$ cat src/rtl/ser_adc_pkg.sv
package ser_adc_pkg;
  typedef enum logic [1:0] {
    ST_WAIT = 2'd0,
    ST_RECV = 2'd1,
    ST_CONV = 2'd2,
    ST_OUT  = 2'd3
  } seqState_t;

  typedef struct packed {
    logic clr;
    logic shiftCfg;
    logic latchSel;
    logic sarInit;
    logic sarStep;
    logic loadOut;
    logic shiftOut;
    logic doutClr;
  } seqStrobes_t;
endpackage

$ cat src/rtl/ser_adc_ctrl.sv
module ser_adc_ctrl
  import ser_adc_pkg::*;
#(
  parameter int CTRL_BITS = 8,
  parameter int RES_BITS  = 10,
  parameter int CH_BITS   = 3,
  parameter int CNT_W     = 4
) (
  input  logic             clk,
  input  logic             rstN,
  input  logic             csN,
  input  logic             sclk,
  input  logic             din,
  output seqStrobes_t      stb,
  output logic [CNT_W-1:0] bitIdx,
  output logic             trackEn,
  output logic             holdEn,
  output logic             resultStrobe
);
  localparam int TRACK_AT = CH_BITS + 2;

  seqState_t        state;
  logic [CNT_W-1:0] cnt;
  logic             sclkQ;
  logic             rise, fall;

  assign rise   = sclk & ~sclkQ;
  assign fall   = ~sclk & sclkQ;
  assign bitIdx = cnt;

  always_comb begin
    stb          = '0;
    stb.clr      = csN;
    stb.shiftCfg = !csN && rise && ((state == ST_WAIT && din) || state == ST_RECV);
    stb.latchSel = !csN && state == ST_RECV && fall && cnt == CNT_W'(TRACK_AT);
    stb.sarInit  = !csN && state == ST_RECV && fall && cnt == CNT_W'(CTRL_BITS);
    stb.sarStep  = !csN && state == ST_CONV && rise;
    stb.loadOut  = !csN && state == ST_CONV && rise && cnt == '0;
    stb.shiftOut = !csN && state == ST_OUT && fall && cnt != '0;
    stb.doutClr  = !csN && state == ST_OUT && fall && cnt == '0;
  end

  always_ff @(posedge clk or negedge rstN) begin
    if (!rstN) begin
      sclkQ        <= 1'b0;
      state        <= ST_WAIT;
      cnt          <= '0;
      trackEn      <= 1'b0;
      holdEn       <= 1'b0;
      resultStrobe <= 1'b0;
    end else begin
      sclkQ        <= sclk;
      resultStrobe <= 1'b0;
      if (csN) begin
        state   <= ST_WAIT;
        cnt     <= '0;
        trackEn <= 1'b0;
        holdEn  <= 1'b0;
      end else begin
        case (state)
          ST_WAIT: if (rise && din) begin
            state <= ST_RECV;
            cnt   <= CNT_W'(1);
          end
          ST_RECV: begin
            if (rise) cnt <= cnt + 1'b1;
            else if (fall && cnt == CNT_W'(TRACK_AT)) trackEn <= 1'b1;
            else if (fall && cnt == CNT_W'(CTRL_BITS)) begin
              trackEn <= 1'b0;
              holdEn  <= 1'b1;
              state   <= ST_CONV;
              cnt     <= CNT_W'(RES_BITS - 1);
            end
          end
          ST_CONV: if (rise) begin
            if (cnt == '0) begin
              holdEn       <= 1'b0;
              resultStrobe <= 1'b1;
              state        <= ST_OUT;
              cnt          <= CNT_W'(RES_BITS);
            end else begin
              cnt <= cnt - 1'b1;
            end
          end
          ST_OUT: if (fall) begin
            if (cnt == '0) state <= ST_WAIT;
            else cnt <= cnt - 1'b1;
          end
          default: state <= ST_WAIT;
        endcase
      end
    end
  end
endmodule

$ cat src/rtl/ser_adc_dp.sv
module ser_adc_dp
  import ser_adc_pkg::*;
#(
  parameter int CTRL_BITS = 8,
  parameter int RES_BITS  = 10,
  parameter int CH_BITS   = 3,
  parameter int CNT_W     = 4
) (
  input  logic                clk,
  input  logic                rstN,
  input  seqStrobes_t         stb,
  input  logic [CNT_W-1:0]    bitIdx,
  input  logic                din,
  input  logic                cmpIn,
  output logic [CH_BITS-1:0]  posSel,
  output logic [CH_BITS-1:0]  negSel,
  output logic                negCom,
  output logic [RES_BITS-1:0] dacCode,
  output logic                dout
);
  localparam int CFG_W    = CH_BITS + 1;
  localparam int UNI_POS  = CTRL_BITS - (CH_BITS + 3);
  localparam logic [RES_BITS-1:0] MSB_MASK = RES_BITS'(1) << (RES_BITS - 1);

  logic [CFG_W-1:0]    word;
  logic                uniFlag;
  logic [RES_BITS-1:0] trialNext;
  logic [RES_BITS-1:0] outReg;

  always_comb begin
    trialNext = dacCode;
    for (int i = 0; i < RES_BITS; i++) begin
      if (CNT_W'(i) == bitIdx && !cmpIn) trialNext[i] = 1'b0;
      if (CNT_W'(i + 1) == bitIdx)       trialNext[i] = 1'b1;
    end
  end

  always_ff @(posedge clk or negedge rstN) begin
    if (!rstN) begin
      word    <= '0;
      uniFlag <= 1'b0;
      posSel  <= '0;
      negSel  <= '0;
      negCom  <= 1'b0;
      dacCode <= '0;
      outReg  <= '0;
      dout    <= 1'b0;
    end else if (stb.clr) begin
      word    <= '0;
      uniFlag <= 1'b0;
      posSel  <= '0;
      negSel  <= '0;
      negCom  <= 1'b0;
      dacCode <= '0;
      outReg  <= '0;
      dout    <= 1'b0;
    end else begin
      if (stb.shiftCfg) word <= {word[CFG_W-2:0], din};
      if (stb.latchSel) begin
        posSel <= word[CH_BITS:1];
        negCom <= word[0];
        negSel <= word[0] ? '0 : (word[CH_BITS:1] ^ CH_BITS'(1));
      end
      if (stb.sarInit) begin
        uniFlag <= word[UNI_POS];
        dacCode <= MSB_MASK;
      end
      if (stb.sarStep) dacCode <= trialNext;
      if (stb.loadOut) outReg <= uniFlag ? trialNext : (trialNext ^ MSB_MASK);
      if (stb.shiftOut) begin
        dout   <= outReg[RES_BITS-1];
        outReg <= outReg << 1;
      end
      if (stb.doutClr) dout <= 1'b0;
    end
  end
endmodule

$ cat src/rtl/ser_adc_seq.sv
module ser_adc_seq
  import ser_adc_pkg::*;
#(
  parameter int CTRL_BITS = 8,
  parameter int RES_BITS  = 10,
  parameter int CH_BITS   = 3
) (
  input  logic                clk,
  input  logic                rstN,
  input  logic                csN,
  input  logic                sclk,
  input  logic                din,
  input  logic                cmpIn,
  output logic                trackEn,
  output logic                holdEn,
  output logic [CH_BITS-1:0]  posSel,
  output logic [CH_BITS-1:0]  negSel,
  output logic                negCom,
  output logic [RES_BITS-1:0] dacCode,
  output logic                dout,
  output logic                resultStrobe
);
  localparam int MAX_CNT = (CTRL_BITS > RES_BITS) ? CTRL_BITS : RES_BITS;
  localparam int CNT_W   = $clog2(MAX_CNT + 1);

  seqStrobes_t      stb;
  logic [CNT_W-1:0] bitIdx;

  ser_adc_ctrl #(.CTRL_BITS(CTRL_BITS), .RES_BITS(RES_BITS), .CH_BITS(CH_BITS), .CNT_W(CNT_W)) u_ctrl (
    .clk(clk), .rstN(rstN), .csN(csN), .sclk(sclk), .din(din),
    .stb(stb), .bitIdx(bitIdx), .trackEn(trackEn), .holdEn(holdEn),
    .resultStrobe(resultStrobe)
  );

  ser_adc_dp #(.CTRL_BITS(CTRL_BITS), .RES_BITS(RES_BITS), .CH_BITS(CH_BITS), .CNT_W(CNT_W)) u_dp (
    .clk(clk), .rstN(rstN), .stb(stb), .bitIdx(bitIdx), .din(din), .cmpIn(cmpIn),
    .posSel(posSel), .negSel(negSel), .negCom(negCom), .dacCode(dacCode), .dout(dout)
  );
endmodule

$ cat config.mk
export PLATFORM = sky130hd
export DESIGN_NAME = ser_adc_seq
export DESIGN_NICKNAME = d
export VERILOG_FILES = /design/src/rtl/ser_adc_pkg.sv /design/src/rtl/ser_adc_ctrl.sv /design/src/rtl/ser_adc_dp.sv /design/src/rtl/ser_adc_seq.sv
export SDC_FILE = /design/constraint.sdc
export NUM_CORES = 1
export LEC_CHECK = 0
export ABC_AREA = 0
export BUFFER_PORTS_ARGS = -buffer_cell sky130_fd_sc_hd__buf_4
export CAP_MARGIN = 20
export CORE_MARGIN = 2
export CORE_UTILIZATION = 52
export CTS_BUF_LIST = sky130_fd_sc_hd__clkbuf_4 sky130_fd_sc_hd__clkbuf_8 sky130_fd_sc_hd__clkbuf_16
export DETAILED_ROUTE_END_ITERATION = 10
export GPL_TIMING_DRIVEN = 0
export PLACE_DENSITY = 0.86
export SLEW_MARGIN = 20
export SYNTH_ARGS = -nofsm -noshare
export SYNTH_HDL_FRONTEND = slang
export SYNTH_SLANG_ARGS = --single-unit
$ cat constraint.sdc
create_clock -name clk -period 2.1 [get_ports clk]
set_input_delay 0.315 -clock clk [delete_from_list [all_inputs] [get_ports clk]]
set_output_delay 0.315 -clock clk [all_outputs]
set_load 0.05 [all_outputs]
==> impl_metrics.xml <==
<?xml version="1.0" encoding="UTF-8"?>
<metrics>
  <group name="synthesis">
    <metric name="synth_area" unit="µm²">2427</metric>
    <metric name="synth_ff_type" unit="">dfrtp_1</metric>
    <metric name="mappedNetlistNets" unit="">274</metric>
    <metric name="seq_area_frac_synth" unit="">0.4433</metric>
    <metric name="synth.lib_cells_used.distinct" unit="">49</metric>
    <metric name="number_of_enable_type_register_cells_in_the_synthesized_netlist" unit="">0</metric>
    <metric name="synth.avg_cell_area" unit="µm²">9.336</metric>
    <metric name="synth.ff_latch_count" unit="">43</metric>
    <metric name="instance_count_of_the_mapped_netlist" unit="">260</metric>
    <metric name="async_reset_ff_frac" unit="">1.000</metric>
    <metric name="ys.warnings.count" unit="">0</metric>
  </group>
  <group name="setup_path">
    <metric name="critPathMaxFanout" unit="">10</metric>
    <metric name="timing.critical_path.from_type" unit="">register</metric>
    <metric name="critPathKind" unit="">register to register</metric>
    <metric name="critPathSlowestCell" unit="">dfrtp_1</metric>
    <metric name="worstSetupPathDepth" unit="">8</metric>
    <metric name="cp.required" unit="ns">2.32</metric>
    <metric name="worstReg2RegEnd" unit="">u_dp.outReg[8]$_DFFE_PN0P_</metric>
    <metric name="setup.reg_to_reg.worst_slack" unit="ns">0.06</metric>
    <metric name="critPathMaxStageDelay" unit="ns">0.44</metric>
    <metric name="crit_arrival" unit="ns">2.26</metric>
    <metric name="worst-r2r-cell-count" unit="">8</metric>
    <metric name="critical_register_to_register_path_startpoint" unit="">u_ctrl.bitIdx[1]$_DFFE_PN0P_</metric>
    <metric name="setup.worst_path.end_class" unit="">register</metric>
    <metric name="crit_family" unit="">simple AND/OR/NAND/NOR gates</metric>
    <metric name="timing.critical_path.buf_inv" unit="">2</metric>
    <metric name="cp_cell_instances" unit="">inv_2 &gt; ha_4 &gt; or3b_4 &gt; and3_2 &gt; nor2_4 &gt; buf_4 &gt; a22oi_1 &gt; a21oi_1</metric>
  </group>
  <group name="sta">
    <metric name="slew_viol_final" unit="">0</metric>
    <metric name="setup_slack" unit="ns">0.06208</metric>
    <metric name="final_hold_viol_count" unit="">0</metric>
    <metric name="fin_crit" unit="ns">2.038</metric>
    <metric name="achievable-frequency" unit="MHz">490.7</metric>
    <metric name="layout_skew" unit="ns">0.006737</metric>
    <metric name="tightestPinTransition" unit="ns">0.5484</metric>
    <metric name="setup_viol_count_final" unit="">0</metric>
    <metric name="holdWs" unit="ns">0.002656</metric>
    <metric name="final_min_period_over_clock_period" unit="">0.9704</metric>
    <metric name="max_slew_margin" unit="">0.6344</metric>
  </group>
  <group name="power_and_ir_drop">
    <metric name="power.ir.vdd_worst" unit="mV">0.5523</metric>
    <metric name="power.density" unit="nW/µm²">949.2</metric>
    <metric name="report.power.total" unit="mW">2.742</metric>
    <metric name="total_leakage_power" unit="nW">1.276</metric>
  </group>
  <group name="routing">
    <metric name="drt_iter0_drc" unit="">140</metric>
    <metric name="drt-total-wl" unit="µm">5878</metric>
    <metric name="ant_nets" unit="">0</metric>
    <metric name="wire_per_inst" unit="µm">16.70</metric>
    <metric name="route.vias.total" unit="">2133</metric>
    <metric name="first_pass_iteration_count_of_the_detailed_router" unit="">4</metric>
    <metric name="vias_per_cell" unit="">6.060</metric>
    <metric name="residual_drc_count" unit="">0</metric>
  </group>
  <group name="global_route">
    <metric name="grt_use_total" unit="">0.2362</metric>
    <metric name="number_of_antenna_violations_at_the_first_check_in_global_routing" unit="">0</metric>
    <metric name="maximum_number_of_pins_on_one_net_before_global_route_repair" unit="">44</metric>
    <metric name="via_count_of_the_first_global_routing_pass" unit="">2054</metric>
    <metric name="overflow" unit="">0</metric>
    <metric name="grt_pass1_wl" unit="µm">9611</metric>
  </group>
  <group name="layout">
    <metric name="drive_above_1_share" unit="">0.2267</metric>
    <metric name="synthToLayoutAreaGrowth" unit="%">19.02</metric>
    <metric name="num-nets-final" unit="">313</metric>
    <metric name="num_antenna_cells" unit="">0</metric>
    <metric name="commonest_cells_after_routing_fill_and_taps_aside" unit="">dfrtp_1 (42), buf_4 (33), nand2_1 (32)</metric>
    <metric name="mostFrequentLayoutCell" unit="">dfrtp_1</metric>
    <metric name="fin_cells" unit="">352</metric>
  </group>
  <group name="worst_hold_path">
    <metric name="hold_path_class" unit="">input pin to asynchronous set/reset pin</metric>
  </group>
  <group name="clock_network">
    <metric name="cts_tree" unit="">yes</metric>
    <metric name="cts_num_sinks" unit="">43</metric>
    <metric name="cts.reportedPaths.clkPinSlew" unit="ns">0.09</metric>
    <metric name="clock_tree.root_cell" unit="">clkbuf_8</metric>
    <metric name="cts-htree-levels" unit="">2</metric>
    <metric name="hold_buffers" unit="">0</metric>
    <metric name="clockBufferDepth" unit="">2</metric>
    <metric name="cts_inserted_buffers" unit="">5</metric>
    <metric name="worstSkewPairLatency" unit="ns">0.30</metric>
  </group>
  <group name="die">
    <metric name="placement_rows" unit="">24</metric>
    <metric name="die_h" unit="µm">72.32</metric>
    <metric name="design.die.area" unit="µm²">5230</metric>
    <metric name="floorplan.core_area" unit="µm²">4414</metric>
    <metric name="dieWidth" unit="µm">72.32</metric>
    <metric name="initial_utilization" unit="">0.5499</metric>
    <metric name="boundaryPins" unit="">27</metric>
  </group>
  <group name="place">
    <metric name="post-place-ws" unit="ns">-0.2024</metric>
    <metric name="placed_cells" unit="">338</metric>
    <metric name="place_hpwl" unit="µm">4020</metric>
    <metric name="input_output_buffers" unit="">26</metric>
    <metric name="finalWeightedCongestion" unit="">0.9648</metric>
  </group>
  <group name="job">
    <metric name="cap_viol_max_count" unit="">0</metric>
  </group>
  <group name="outcome">
    <metric name="status" unit="">complete, no violations</metric>
  </group>
</metrics>
==> routing by layer <==
metal	part of all wire	track usage
met3	0.054	0.04861
met5	0	0
met2	0.49	0.3833
met4	0.022	0.08386
met1	0.44	0.3140
==> kinds of logic after synthesis <==
logic type | share of synthesized area
DFF | 0.4433
muxes | 0.02165
buffers and inverters | 0.04020
xor gates and xnor gates | 0.007218
adders and majority gates | 0.04124
and+or+nand+nor | 0.2170
AOI/OAI and AO/OA | 0.2294
==> flip-flops by register name, indices dropped and copies added (netlist names) <==
register	flops
u_dp.dacCode	10
u_ctrl.holdEn	1
u_dp.uniFlag	1
u_ctrl.state	2
u_ctrl.bitIdx	4
u_ctrl.sclkQ	1
u_dp.negSel	3
u_dp.dout	1
u_dp.posSel	3
u_ctrl.trackEn	1
u_ctrl.resultStrobe	1
u_dp.outReg	10
u_dp.word	4
u_dp.negCom	1
==> cell type report <==
cell class              instances  area [µm²]
plain buffers                  14       71.32
clock buffers                   6       76.32
clock inverters                 2       12.51
fillers                       341        1525
inverters                       7       26.28
multi-input cells             195        1313
flip-flops and latches         43        1077
well taps                      52       65.06
repair buffers                 33       247.7
==> report_power, final <==
group | switching [mW] | leakage, nW | internal, mW | total, mW
logic | 0.695 | 0.641 | 0.558 | 1.25
clock network | 0.291 | 0.0446 | 0.246 | 0.536
registers | 0.0606 | 0.591 | 0.892 | 0.953
==> what timing repair did <==
item,CTS,global route
pin swaps,0,4
setup buffers,1,6
setup endpoints to repair,13,24
resized for setup,7,10
==> cells in the mapped netlist, types with 2 or more instances <==
library cell  count  share of area
a211oi_1          3         0.0093
a31oi_1           2         0.0052
nand2b_1          9          0.023
dfrtp_1          43           0.44
xnor2_1           2         0.0072
nor2_1           21          0.032
inv_1             6         0.0093
a22o_1           14          0.051
clkbuf_1          7          0.011
nand3_1           8          0.016
buf_2             6          0.012
mux2i_1           3          0.012
and3_1            2         0.0052
nor3_1            6          0.012
nand3b_1          3         0.0093
a21oi_1          21          0.043
o21ai_0          16          0.033
a22oi_1          10          0.031
ha_1              8          0.041
nand2_1          32          0.049
nor2b_1           8          0.021
a21o_1            2         0.0062
mux2_2            2         0.0093
==> how the worst max path moves through the flow <==
stage | from | end | slack, ns
2_1_floorplan | u_ctrl.bitIdx[0]$_DFFE_PN0P_ | u_ctrl.bitIdx[0]$_DFFE_PN0P_ | 0.02
5_1_grt | u_ctrl.state[0]$_DFFE_PN0P_ | u_dp.dacCode[9]$_DFFE_PN0P_ | -0.005
3_3_place_gp | u_ctrl.bitIdx[0]$_DFFE_PN0P_ | u_ctrl.bitIdx[0]$_DFFE_PN0P_ | -0.15
3_5_place_dp | u_ctrl.bitIdx[0]$_DFFE_PN0P_ | u_ctrl.bitIdx[0]$_DFFE_PN0P_ | -0.20
4_1_cts | u_ctrl.bitIdx[1]$_DFFE_PN0P_ | u_ctrl.bitIdx[0]$_DFFE_PN0P_ | -0.006
6_report | u_ctrl.bitIdx[1]$_DFFE_PN0P_ | u_dp.outReg[8]$_DFFE_PN0P_ | 0.06
==> through the flow <==
step / cell area, µm² / setup TNS (ns) / util
2_1_floorplan: 2427 / 0 / -
3_3_place_gp: 2688 / -0.5974 / 0.6088
3_5_place_dp: 2688 / -1.067 / 0.6088
4_1_cts: 2800 / -0.006058 / 0.6344
5_1_grt: 2889 / -0.006343 / 0.6545
6_report: 2889 / 0 / 0.6545
Power figures use the tool's default switching activity.
